### src/rtl/vrp_pkg.sv
package vrp_pkg;
  parameter int VAW = 14;
  parameter int DW  = 8;
  localparam int HIW = VAW - DW;

  typedef enum logic [2:0] {
    SL_CTRL = 3'd0,
    SL_MASK = 3'd1,
    SL_STAT = 3'd2,
    SL_SPRA = 3'd3,
    SL_SPRD = 3'd4,
    SL_SCRL = 3'd5,
    SL_ADDR = 3'd6,
    SL_DATA = 3'd7
  } slot_e;

  localparam logic [VAW-1:0] PAL_BASE = 14'h3F00;

  function automatic logic [VAW-1:0] vrp_step(input logic inc32);
    return inc32 ? VAW'(32) : VAW'(1);
  endfunction

  function automatic logic [VAW-1:0] vrp_advance(input logic [VAW-1:0] a, input logic inc32);
    return a + vrp_step(inc32);
  endfunction

  function automatic logic vrp_is_pal(input logic [VAW-1:0] a);
    return a >= PAL_BASE;
  endfunction
endpackage

### src/rtl/vrp_decode.sv
module vrp_decode #(
  parameter int AW = 16,
  parameter logic [15:0] WIN_BASE = 16'h2000,
  parameter logic [15:0] WIN_LAST = 16'h3FFF,
  parameter logic [15:0] DMA_ADDR = 16'h4014,
  parameter int NSLOT = 8
) (
  input  logic [AW-1:0] cpu_addr,
  input  logic          cpu_rd,
  input  logic          cpu_wr,
  output logic          ev_ctrl_wr,
  output logic          ev_stat_rd,
  output logic          ev_toggle_wr,
  output logic          ev_addr_wr,
  output logic          ev_data_wr,
  output logic          ev_data_rd,
  output logic          ev_dma_wr
);
  import vrp_pkg::*;
  localparam int SW = $clog2(NSLOT);

  logic             in_win;
  logic [SW-1:0]    slot;
  logic [NSLOT-1:0] slot_hit;

  assign in_win = (cpu_addr >= AW'(WIN_BASE)) && (cpu_addr <= AW'(WIN_LAST));
  assign slot   = cpu_addr[SW-1:0];

  for (genvar i = 0; i < NSLOT; i++) begin : g_slot
    assign slot_hit[i] = in_win && (slot == SW'(i));
  end

  assign ev_ctrl_wr   = cpu_wr && slot_hit[SL_CTRL];
  assign ev_stat_rd   = cpu_rd && slot_hit[SL_STAT];
  assign ev_addr_wr   = cpu_wr && slot_hit[SL_ADDR];
  assign ev_toggle_wr = cpu_wr && (slot_hit[SL_SCRL] || slot_hit[SL_ADDR]);
  assign ev_data_wr   = cpu_wr && slot_hit[SL_DATA];
  assign ev_data_rd   = cpu_rd && slot_hit[SL_DATA];
  assign ev_dma_wr    = cpu_wr && (cpu_addr == AW'(DMA_ADDR));
endmodule

### src/rtl/vrp_vaddr.sv
module vrp_vaddr (
  input  logic                    clk,
  input  logic                    rst_n,
  input  logic                    ev_toggle_wr,
  input  logic                    ev_addr_wr,
  input  logic                    ev_stat_rd,
  input  logic                    ev_data_acc,
  input  logic                    inc32,
  input  logic [vrp_pkg::DW-1:0]  wdata,
  output logic [vrp_pkg::VAW-1:0] vaddr,
  output logic                    toggle
);
  import vrp_pkg::*;

  logic [HIW-1:0] hi_q;

  always_ff @(posedge clk or negedge rst_n) begin
    if (!rst_n) begin
      toggle <= 1'b0;
    end else if (ev_stat_rd) begin
      toggle <= 1'b0;
    end else if (ev_toggle_wr) begin
      toggle <= ~toggle;
    end
  end

  always_ff @(posedge clk or negedge rst_n) begin
    if (!rst_n) begin
      hi_q <= '0;
    end else if (ev_addr_wr && !toggle) begin
      hi_q <= wdata[HIW-1:0];
    end
  end

  always_ff @(posedge clk or negedge rst_n) begin
    if (!rst_n) begin
      vaddr <= '0;
    end else if (ev_addr_wr && toggle) begin
      vaddr <= {hi_q, wdata};
    end else if (ev_data_acc) begin
      vaddr <= vrp_advance(vaddr, inc32);
    end
  end
endmodule

### src/rtl/vrp_status.sv
module vrp_status (
  input  logic clk,
  input  logic rst_n,
  input  logic vblank_set,
  input  logic ev_stat_rd,
  input  logic ev_ctrl_wr,
  input  logic bit_inc,
  input  logic bit_nmi,
  output logic vbl_flag,
  output logic inc32,
  output logic nmi_en,
  output logic nmi_out
);
  logic vbl_rise;

  assign vbl_rise = vblank_set && !vbl_flag;

  always_ff @(posedge clk or negedge rst_n) begin
    if (!rst_n) begin
      vbl_flag <= 1'b0;
    end else if (vblank_set) begin
      vbl_flag <= 1'b1;
    end else if (ev_stat_rd) begin
      vbl_flag <= 1'b0;
    end
  end

  always_ff @(posedge clk or negedge rst_n) begin
    if (!rst_n) begin
      inc32  <= 1'b0;
      nmi_en <= 1'b0;
    end else if (ev_ctrl_wr) begin
      inc32  <= bit_inc;
      nmi_en <= bit_nmi;
    end
  end

  always_ff @(posedge clk or negedge rst_n) begin
    if (!rst_n) begin
      nmi_out <= 1'b0;
    end else begin
      nmi_out <= vbl_rise && nmi_en;
    end
  end
endmodule

### src/rtl/vrp_rdpath.sv
module vrp_rdpath (
  input  logic                    clk,
  input  logic                    rst_n,
  input  logic                    ev_stat_rd,
  input  logic                    ev_data_rd,
  input  logic                    ev_dma_wr,
  input  logic                    vbl_flag,
  input  logic [vrp_pkg::VAW-1:0] vaddr,
  input  logic [vrp_pkg::DW-1:0]  vmem_rdata,
  input  logic [vrp_pkg::DW-1:0]  wdata,
  output logic [vrp_pkg::DW-1:0]  cpu_rdata,
  output logic [vrp_pkg::DW-1:0]  rd_buf,
  output logic [vrp_pkg::DW-1:0]  dma_page,
  output logic                    dma_req
);
  import vrp_pkg::*;

  always_comb begin
    cpu_rdata = '0;
    if (ev_stat_rd) begin
      cpu_rdata = {vbl_flag, {(DW-1){1'b0}}};
    end else if (ev_data_rd) begin
      cpu_rdata = vrp_is_pal(vaddr) ? vmem_rdata : rd_buf;
    end
  end

  always_ff @(posedge clk or negedge rst_n) begin
    if (!rst_n) begin
      rd_buf <= '0;
    end else if (ev_data_rd) begin
      rd_buf <= vmem_rdata;
    end
  end

  always_ff @(posedge clk or negedge rst_n) begin
    if (!rst_n) begin
      dma_page <= '0;
      dma_req  <= 1'b0;
    end else begin
      dma_req <= ev_dma_wr;
      if (ev_dma_wr) dma_page <= wdata;
    end
  end
endmodule

### src/rtl/vid_regport.sv
module vid_regport #(
  parameter int AW = 16,
  parameter logic [15:0] WIN_BASE = 16'h2000,
  parameter logic [15:0] WIN_LAST = 16'h3FFF,
  parameter logic [15:0] DMA_ADDR = 16'h4014
) (
  input  logic                    clk,
  input  logic                    rst_n,
  input  logic [AW-1:0]           cpu_addr,
  input  logic [vrp_pkg::DW-1:0]  cpu_wdata,
  input  logic                    cpu_rd,
  input  logic                    cpu_wr,
  output logic [vrp_pkg::DW-1:0]  cpu_rdata,
  output logic [vrp_pkg::VAW-1:0] vmem_addr,
  output logic [vrp_pkg::DW-1:0]  vmem_wdata,
  output logic                    vmem_we,
  input  logic [vrp_pkg::DW-1:0]  vmem_rdata,
  input  logic                    vblank_set,
  output logic                    nmi_out,
  output logic [vrp_pkg::DW-1:0]  dma_page,
  output logic                    dma_req
);
  import vrp_pkg::*;
  localparam int BIT_INC = 2;
  localparam int BIT_NMI = DW - 1;

  logic ev_ctrl_wr, ev_stat_rd, ev_toggle_wr, ev_addr_wr;
  logic ev_data_wr, ev_data_rd, ev_dma_wr;
  logic vbl_flag, inc32, nmi_en, toggle;
  logic [VAW-1:0] vaddr;
  logic [DW-1:0]  rd_buf;

  vrp_decode #(.AW(AW), .WIN_BASE(WIN_BASE), .WIN_LAST(WIN_LAST),
               .DMA_ADDR(DMA_ADDR), .NSLOT(8)) u_dec (
    .cpu_addr(cpu_addr), .cpu_rd(cpu_rd), .cpu_wr(cpu_wr),
    .ev_ctrl_wr(ev_ctrl_wr), .ev_stat_rd(ev_stat_rd),
    .ev_toggle_wr(ev_toggle_wr), .ev_addr_wr(ev_addr_wr),
    .ev_data_wr(ev_data_wr), .ev_data_rd(ev_data_rd), .ev_dma_wr(ev_dma_wr)
  );

  vrp_status u_stat (
    .clk(clk), .rst_n(rst_n), .vblank_set(vblank_set),
    .ev_stat_rd(ev_stat_rd), .ev_ctrl_wr(ev_ctrl_wr),
    .bit_inc(cpu_wdata[BIT_INC]), .bit_nmi(cpu_wdata[BIT_NMI]),
    .vbl_flag(vbl_flag), .inc32(inc32), .nmi_en(nmi_en), .nmi_out(nmi_out)
  );

  vrp_vaddr u_va (
    .clk(clk), .rst_n(rst_n), .ev_toggle_wr(ev_toggle_wr),
    .ev_addr_wr(ev_addr_wr), .ev_stat_rd(ev_stat_rd),
    .ev_data_acc(ev_data_wr || ev_data_rd), .inc32(inc32),
    .wdata(cpu_wdata), .vaddr(vaddr), .toggle(toggle)
  );

  vrp_rdpath u_rd (
    .clk(clk), .rst_n(rst_n), .ev_stat_rd(ev_stat_rd),
    .ev_data_rd(ev_data_rd), .ev_dma_wr(ev_dma_wr), .vbl_flag(vbl_flag),
    .vaddr(vaddr), .vmem_rdata(vmem_rdata), .wdata(cpu_wdata),
    .cpu_rdata(cpu_rdata), .rd_buf(rd_buf), .dma_page(dma_page),
    .dma_req(dma_req)
  );

  assign vmem_addr  = vaddr;
  assign vmem_wdata = cpu_wdata;
  assign vmem_we    = ev_data_wr;
endmodule

### config.mk
export PLATFORM = sky130hd
export DESIGN_NAME = vid_regport
export DESIGN_NICKNAME = d
export VERILOG_FILES = /design/src/rtl/vrp_pkg.sv /design/src/rtl/vrp_decode.sv /design/src/rtl/vrp_vaddr.sv /design/src/rtl/vrp_status.sv /design/src/rtl/vrp_rdpath.sv /design/src/rtl/vid_regport.sv
export SDC_FILE = /design/constraint.sdc
export NUM_CORES = 1
export LEC_CHECK = 0
export BUFFER_PORTS_ARGS = -buffer_cell sky130_fd_sc_hd__buf_2
export CAP_MARGIN = 25
export CORE_MARGIN = 8
export CORE_UTILIZATION = 46
export DETAILED_ROUTE_END_ITERATION = 6
export GPL_TIMING_DRIVEN = 0
export PLACE_DENSITY = 0.79
export SETUP_SLACK_MARGIN = 0.1
export SLEW_MARGIN = 20
export SYNTH_ARGS = -nofsm -noshare
export SYNTH_HDL_FRONTEND = slang
export SYNTH_SLANG_ARGS = --single-unit
### constraint.sdc
create_clock -name clk -period 2.3 [get_ports clk]
set_clock_uncertainty 0.15 [all_clocks]
set_input_delay 0.23 -clock clk [delete_from_list [all_inputs] [get_ports clk]]
set_output_delay 0.23 -clock clk [all_outputs]
set_load 0.01 [all_outputs]
==> results of run 1 <==
cells by family (layout without fill, tap and decap cells):
logic type / count (synthesis) / count (layout) / share of synthesized area [%]
compound gates: 28 / 28 / 8.484
xor+xnor: 5 / 5 / 1.966
fa+ha+maj: 3 / 3 / 1.686
buf+inv: 20 / 107 / 4.944
flops: 42 / 42 / 47.19
mux: 34 / 34 / 16.57
simple gates: 73 / 73 / 19.16
power by group through the flow:
stage	Sequential, mW	Clock (mW)	Combinational (mW)
after floorplan	0.941	0	0.185
after global placement	0.930	0	0.351
after detailed placement	0.935	0	0.366
final	0.922	0.446	0.376
after global routing	0.939	0.496	0.414
after CTS	0.922	0.462	0.373
cells in the final DEF, fill, tap and decap left out, drive strengths merged, types with 7 or more instances in the layout:
cell type	instances
mux2	23
nand2	7
a31oi	8
dfrtp	42
or4	7
nor2	25
mux2i	11
nand3	7
clkbuf	9
buf	90
worst max path at each step:
stage | to | slack (ns) | cells past startpoint
final | u_va.vaddr[9] | 0.14 | 5
after global routing | u_va.vaddr[11] | 0.08 | 5
after CTS | cpu_rdata[7] | 0.14 | 6
after detailed placement | u_va.vaddr[13] | 0.11 | 5
after global placement | u_va.vaddr[13] | 0.14 | 5
after floorplan | u_va.vaddr[13] | 0.29 | 5
critical path, stage by stage, from the launching register on:
cell and delay [ns]:
dfrtp_1 0.40, ha_1 0.33, and4_1 0.27, a31oi_2 0.21
or4_1 0.52, a31oi_1 0.20
flip-flops by register name, indices dropped and copies added, names as in the netlist:
signal,cells
u_va.vaddr,14
u_va.hi_q,6
u_stat.inc32,1
u_rd.dma_page,8
u_stat.vbl_flag,1
u_rd.rd_buf,8
u_stat.nmi_en,1
u_va.toggle,1
u_stat.nmi_out,1
u_rd.dma_req,1
final cells by class:
type	instances	area (sq um)	share of cell area (%)
multi-input cells	143	1076	38.24
flip-flops and latches	42	1052	37.39
repair buffers	80	425.4	15.12
plain buffers	14	93.84	3.335
clock buffers	7	76.32	2.712
well taps	54	67.56	2.401
inverters	6	22.52	0.8004
metal layers:
layer / up-vias / GRT usage, % / wire, microns
met5: - / 0 / 0
met4: 0 / 7.484 / 131
met3: 12 / 5.253 / 462
met2: 75 / 26.52 / 2875
met1: 964 / 18.05 / 2316
li1: 922 / - / -
what timing repair did:
item,4_1_cts,5_1_grt
setup endpoints to repair,7,12
resized for setup,2,3
endpoints found under the hold margin,43,0
hold buffers,2,0
==> results.yml, run 1 <==
outcome:
  run_status: "finished clean"
routing:
  drt-vias-per-instance: 5.702
  via_count: 1973
  route.detailed.drc: 0
  drt-initial-drc-count: 184
  drt-wirelength-per-cell_microns: 16.73
  routed_wl_microns: 5787
  ant_nets: 0
  drtPass1Iterations: 4
critical_path:
  cp_max_fo: 8
  worstPathRequired_ns: 2.36
  crit_path_start_kind: "register"
  arrival_ns: 2.22
  crit_type: "register to register"
  crit_path_start: "u_va.vaddr[5]"
  reg2reg_from: "u_va.vaddr[5]"
  ff2ff_setup_slack_ns: 0.14
  critPathCaptureType: "register"
  ff2ff_path_depth: 5
  reg2reg_to: "u_va.vaddr[9]"
sta:
  tightestPinTransition_ns: 0.6447
  post-route-min-period_ns: 2.161
  hold_violations: 0
  slew_viol_final: 0
  rsz0062_at_grt: "yes"
  max_freq_mhz: 462.7
  setup_ws_ns: 0.1386
  fin_crit_sh_pct: 93.97
  slew_headroom_pct: 56.70
  setup_viol_count_final: 0
  hold_ws_ns: 0.03539
  tns_ns: 0
synth:
  syn_nets: 245
  async_flop_share_pct: 100.0
  post-synth-top-count-cell: "dfrtp_1"
  synthTopCellsByArea: "dfrtp_1 47%, mux2_2 12%, mux2i_1 4.9%"
  ys_warn_count: 0
  yosysTopAreaCell: "dfrtp_1"
  yosys.area.top_type_share_pct: 47.19
  synth_seq_area_share_pct: 47.19
  ys_seq_elements: 42
  synthCells: 205
  synth_cell_types: 38
  syn-cell-area_sq_um: 2227
  synthTopCellsByCount: "42 x dfrtp_1, 25 x nor2_1, 23 x mux2_2"
  synth.avg_cell_area_sq_um: 10.86
  synth_edf_count: 0
  synthFlopType: "dfrtp_1"
finish:
  final_cells: 346
  diodes: 0
  layout-drive-gt1-share_pct: 43.15
  fill_cells: 403
  fin_area_sq_um: 2814
  area_growth_pct: 26.35
  fin_nets: 332
  post-route-util_pct: 59.97
power_and_ir_drop:
  ir_drop_uv: 360.1
  leakage_nw: 1.446
  total_power_mw: 1.744
  p_sw_uw: 515.7
  clock_power_share_pct: 25.6
  p_per_area_nw_per_um2: 619.9
  p_int_mw: 1.229
  seq_power_share_pct: 52.9
  power_switching_share_pct: 29.56
  comb_power_share_pct: 21.5
clock_network:
  clock-root-buffer: "clkbuf_8"
  clk_transition_reported_paths_ns: 0.08
  clock_latency_ns: 0.29
  cts_setup_buffers: 0
  cts_tree: "yes"
  clock_path_buffers: 2
  h-tree-depth: 2
  cts_made_buffers: 5
  cts_sinks: 42
die:
  rows: 25
  start_util_pct: 47.47
  core_sq_um: 4692
  fp.dieH_microns: 85.58
  boundaryPins: 78
  fp.dieW_microns: 85.58
  die_area_sq_um: 7324
global_route:
  grt_overflow_total: 0
  grt_pass1_vias: 2010
  antenna_found_initial: 0
  grt_first_pass_wirelength_microns: 9390
  grt_max_degree: 43
  track_usage_pct: 15.94
min_path:
  hold_end: "u_rd.rd_buf[6]"
  worstHoldPathCells: 2
  hp-class: "input pin to register"
  worstHoldStart: "vmem_rdata[6]"
place:
  placedCellCount: 336
  gp_congestion: 0.8747
  pre_cts_slack_ns: 0.1065
  place_area_sq_um: 2680
  numPortBuffers: 77
  hpwlAfterDp_microns: 4379
flow_run:
  maxCapViolations: 0
Power figures use the tool's default switching activity.
==> inputs of run 2 (changes only) <==
--- a/config.mk
+++ b/config.mk
@@ -10,7 +10,6 @@
 export CORE_MARGIN = 8
 export CORE_UTILIZATION = 46
 export DETAILED_ROUTE_END_ITERATION = 6
-export GPL_TIMING_DRIVEN = 0
 export PLACE_DENSITY = 0.79
 export SETUP_SLACK_MARGIN = 0.1
 export SLEW_MARGIN = 20
==> results.yml, run 2 (synthesized netlist as in run 1, its figures left out) <==
outcome:
  run_status: "finished clean"
clock_network:
  h-tree-depth: 2
  cts_tree: "yes"
  clock_latency_ns: 0.29
  clock_path_buffers: 2
  cts_made_buffers: 5
  cts_sinks: 42
  clock-root-buffer: "clkbuf_8"
  clk_transition_reported_paths_ns: 0.08
finish:
  fin_nets: 325
  diodes: 0
  area_growth_pct: 24.61
  multi_input_area_sq_um: 1072
  seq_area_sq_um: 1052
  largest_reg_flops: 14
  fill_cells: 407
  regMostFlops: "u_va.vaddr"
  reg.largest.list: "u_va.vaddr x14, u_rd.dma_page x8, u_rd.rd_buf x8"
  final_cell_mix: "77 x buf_2, 41 x dfrtp_1, 25 x nor2_1"
  layout-drive-gt1-share_pct: 42.66
  final_common_cell: "buf_2"
global_route:
  gr-usage-met3_pct: 5.349
  busiest_layer: "met2"
  grtUsageMet2_pct: 26.73
  track_usage_pct: 15.61
  grt_overflow_total: 0
  grt_max_degree: 43
  grt_pass1_vias: 1928
  antenna_found_initial: 0
  grt_first_pass_wirelength_microns: 9246
  met1_usage_pct: 18.24
die:
  die_area_sq_um: 7324
  boundaryPins: 78
  fp.dieH_microns: 85.58
  rows: 25
  core_sq_um: 4692
  fp.dieW_microns: 85.58
  start_util_pct: 47.47
routing:
  drtPass1Iterations: 4
  route.detailed.drc: 0
  drt-initial-drc-count: 118
  via_count: 1869
  drt-vias-per-instance: 5.497
  routed_wl_microns: 5631
  drt-wirelength-per-cell_microns: 16.56
  ant_nets: 0
critical_path:
  critPathCaptureType: "register"
  cp_max_fo: 8
  crit_path_start: "u_stat.inc32"
  reg2reg_from: "u_stat.inc32"
  crit_path_start_kind: "register"
  crit_type: "register to register"
  worstPathRequired_ns: 2.36
  arrival_ns: 2.19
place:
  hpwlAfterDp_microns: 4230
  gp_congestion: 0.8822
  numPortBuffers: 77
power_and_ir_drop:
  p_per_area_nw_per_um2: 642.0
  ir_drop_uv: 359.9
  leakage_nw: 1.430
sta:
  hold_violations: 0
  post-route-min-period_ns: 2.133
  tns_ns: 0
  slew_viol_final: 0
  max_freq_mhz: 468.8
  hold_ws_ns: 0.03557
  slew_headroom_pct: 61.94
  fin_crit_sh_pct: 92.75
  setup_viol_count_final: 0
  rsz0062_at_grt: "no"
  tightestPinTransition_ns: 0.5709
min_path:
  worstHoldStart: "vmem_rdata[7]"
  hp-class: "input pin to register"
flow_run:
  maxCapViolations: 0
-- run 2: power by group --
part	switching (mW)	leakage [nW]	internal, mW
clock	0.247	0.0482	0.242
combinational	0.188	0.825	0.177
sequential	0.0922	0.557	0.835
-- run 2: worst max-delay path: stages, from the launching register on --
cell and delay, ns:
dfrtp_1 0.41, ha_1 0.32, and4_1 0.25, a21oi_1 0.20, or4_1 0.54, a31oi_1 0.17
-- run 2: metrics by stage --
step	total power, mW	util, %	setup slack, ns	cell area (sq um)	std cells
2_1_floorplan	1.126	-	0.2871	2227	205
3_3_place_gp	1.273	56.37	0.2296	2645	329
3_5_place_dp	1.297	56.37	0.1055	2645	329
4_1_cts	1.792	58.88	0.1822	2763	339
5_1_grt	1.890	59.15	0.1105	2775	340
6_report	1.782	59.15	0.1667	2775	340
-- run 2: worst paths after layout --
| path | cells past startpoint | end | slack [ns] |
|---|---|---|---|
| max reg2reg | 5 | u_va.vaddr[8] | 0.17 |
| max | 5 | u_va.vaddr[8] | 0.17 |
| min in group asynchronous | 3 | u_va.vaddr[12] | 0.39 |
| min | 2 | u_rd.rd_buf[7] | 0.04 |
| max in group asynchronous | 3 | u_va.vaddr[10] | 1.22 |
| min reg2reg | 1 | u_rd.dma_page[6] | 0.35 |
-- run 2: layout make-up --
type | count | area share [%]
Timing Repair Buffer | 87 | 16.91
Tap cell | 54 | 2.435
Inverter | 6 | 0.8115
Multi-Input combinational cell | 143 | 38.64
Sequential cell | 42 | 37.92
Clock buffer | 7 | 3.111
Clock inverter | 1 | 0.1803
-- run 2: timing repair --
action	CTS	global route
hold endpoints to repair	43	0
hold buffers	2	0
setup buffers	0	1
endpoints found under the setup margin	1	8
pin swaps	0	0
resized for setup	1	2
-- run 2: routing by layer --
metal,routed length (microns),up-vias
li1,-,910
met1,2401,894
met2,2737,61
met3,422,4
met4,70,0
met5,0,-
==> inputs of run 3 (changes only) <==
--- a/config.mk
+++ b/config.mk
@@ -5,7 +5,7 @@
 export SDC_FILE = /design/constraint.sdc
 export NUM_CORES = 1
 export LEC_CHECK = 0
-export BUFFER_PORTS_ARGS = -buffer_cell sky130_fd_sc_hd__buf_2
+export BUFFER_PORTS_ARGS = -buffer_cell sky130_fd_sc_hd__buf_4
 export CAP_MARGIN = 25
 export CORE_MARGIN = 8
 export CORE_UTILIZATION = 46
==> results.yml, run 3 (synthesized netlist as in run 1, its figures left out) <==
finish:
  post-route-util_pct: 63.25
  seq_area_sq_um: 1052
  area_growth_pct: 33.26
  fin_nets: 325
  reg.largest.list: "u_va.vaddr x14, u_rd.dma_page x8, u_rd.rd_buf x8"
  fill_cells: 400
  fin_area_sq_um: 2968
  regMostFlops: "u_va.vaddr"
  final_common_cell: "buf_4"
  diodes: 0
  multi_input_area_sq_um: 1072
  final_cell_mix: "84 x buf_4, 41 x dfrtp_1, 25 x nor2_1"
  final_cells: 340
  layout-drive-gt1-share_pct: 42.66
  largest_reg_flops: 14
die:
  die_area_sq_um: 7324
  rows: 25
  fp.dieH_microns: 85.58
  core_sq_um: 4692
  start_util_pct: 47.47
  boundaryPins: 78
  fp.dieW_microns: 85.58
routing:
  drt-initial-drc-count: 121
  ant_nets: 0
  drt-wirelength-per-cell_microns: 16.87
  via_count: 1908
  drt-vias-per-instance: 5.612
  drtPass1Iterations: 4
  route.detailed.drc: 0
  routed_wl_microns: 5735
min_path:
  hp-class: "input pin to register"
  worstHoldStart: "vmem_rdata[7]"
  hold_end: "u_rd.rd_buf[7]"
  worstHoldPathCells: 2
critical_path:
  reg2reg_to: "u_va.vaddr[12]"
  critPathCaptureType: "register"
  arrival_ns: 2.23
  ff2ff_setup_slack_ns: 0.13
  crit_path_start_kind: "register"
  crit_type: "register to register"
  worstPathRequired_ns: 2.36
  reg2reg_from: "u_va.vaddr[5]"
  ff2ff_path_depth: 5
  cp_max_fo: 8
flow_run:
  maxCapViolations: 0
global_route:
  grt_first_pass_wirelength_microns: 9135
  grt_max_degree: 43
  grt_pass1_vias: 1894
  antenna_found_initial: 0
  grt_overflow_total: 0
  track_usage_pct: 15.43
place:
  hpwlAfterDp_microns: 4383
  gp_congestion: 0.8179
  placedCellCount: 329
  numPortBuffers: 77
  pre_cts_slack_ns: 0.1439
  place_area_sq_um: 2838
sta:
  post-route-min-period_ns: 2.171
  hold_ws_ns: 0.03184
  rsz0062_at_grt: "yes"
  tightestPinTransition_ns: 0.5992
  slew_headroom_pct: 60.05
  setup_ws_ns: 0.1286
  tns_ns: 0
  fin_crit_sh_pct: 94.41
  max_freq_mhz: 460.5
  setup_viol_count_final: 0
  hold_violations: 0
  slew_viol_final: 0
clock_network:
  cts_tree: "yes"
  clock_latency_ns: 0.29
  clk_transition_reported_paths_ns: 0.08
  h-tree-depth: 2
  cts_sinks: 42
  clock-root-buffer: "clkbuf_8"
  cts_made_buffers: 5
  clock_path_buffers: 2
power_and_ir_drop:
  total_power_mw: 1.827
  ir_drop_uv: 461.5
  leakage_nw: 1.467
  p_per_area_nw_per_um2: 615.5
outcome:
  run_status: "finished clean"
[run 3: what timing repair did]
item                       CTS  global route
hold buffers                 2             0
hold endpoints to repair    43             0
buffers inserted             0             1
setup endpoints to repair    0             8
resized for setup            0             3
[run 3: report_power, final]
| group | internal [mW] | switching (mW) |
|---|---|---|
| clock | 0.242 | 0.240 |
| sequential | 0.835 | 0.0961 |
| combinational | 0.224 | 0.190 |
| total | 1.30 | 0.526 |
[run 3: how the worst max path moves through the flow]
stage                        startpoint  slack [ns]        endpoint
final                     u_va.vaddr[5]        0.13  u_va.vaddr[12]
after global routing      u_va.vaddr[5]        0.03   u_va.vaddr[6]
after CTS                 u_va.vaddr[5]        0.13  u_va.vaddr[13]
after detailed placement  u_va.vaddr[5]        0.14  u_va.vaddr[13]
after global placement    u_va.vaddr[5]        0.23  u_va.vaddr[13]
after floorplan           u_va.vaddr[5]        0.29  u_va.vaddr[13]
[run 3: area by class of cell]
class	instances	share of cell area [%]
timing repair buffer	87	22.30
inverter	6	0.7589
multi-input combinational	143	36.13
sequential	42	35.46
clock buffer	7	2.909
clock inverter	1	0.1686
tap	54	2.277
[run 3: critical path, cell delays in order (launching register included)]
cell     delay, ns
dfrtp_1       0.41
ha_1          0.34
and4_1        0.26
a21oi_1       0.21
or4_1         0.55
a31oi_1       0.18
[run 3: routing by layer]
layer  vias up  global-route usage (%)  part of all wire, %
li1        906                       -                    -
met1       931                   18.49                   41
met2        64                   26.02                   51
met3         7                   4.776                  7.6
met4         0                   4.140                 0.99
met5         -                       0                    0
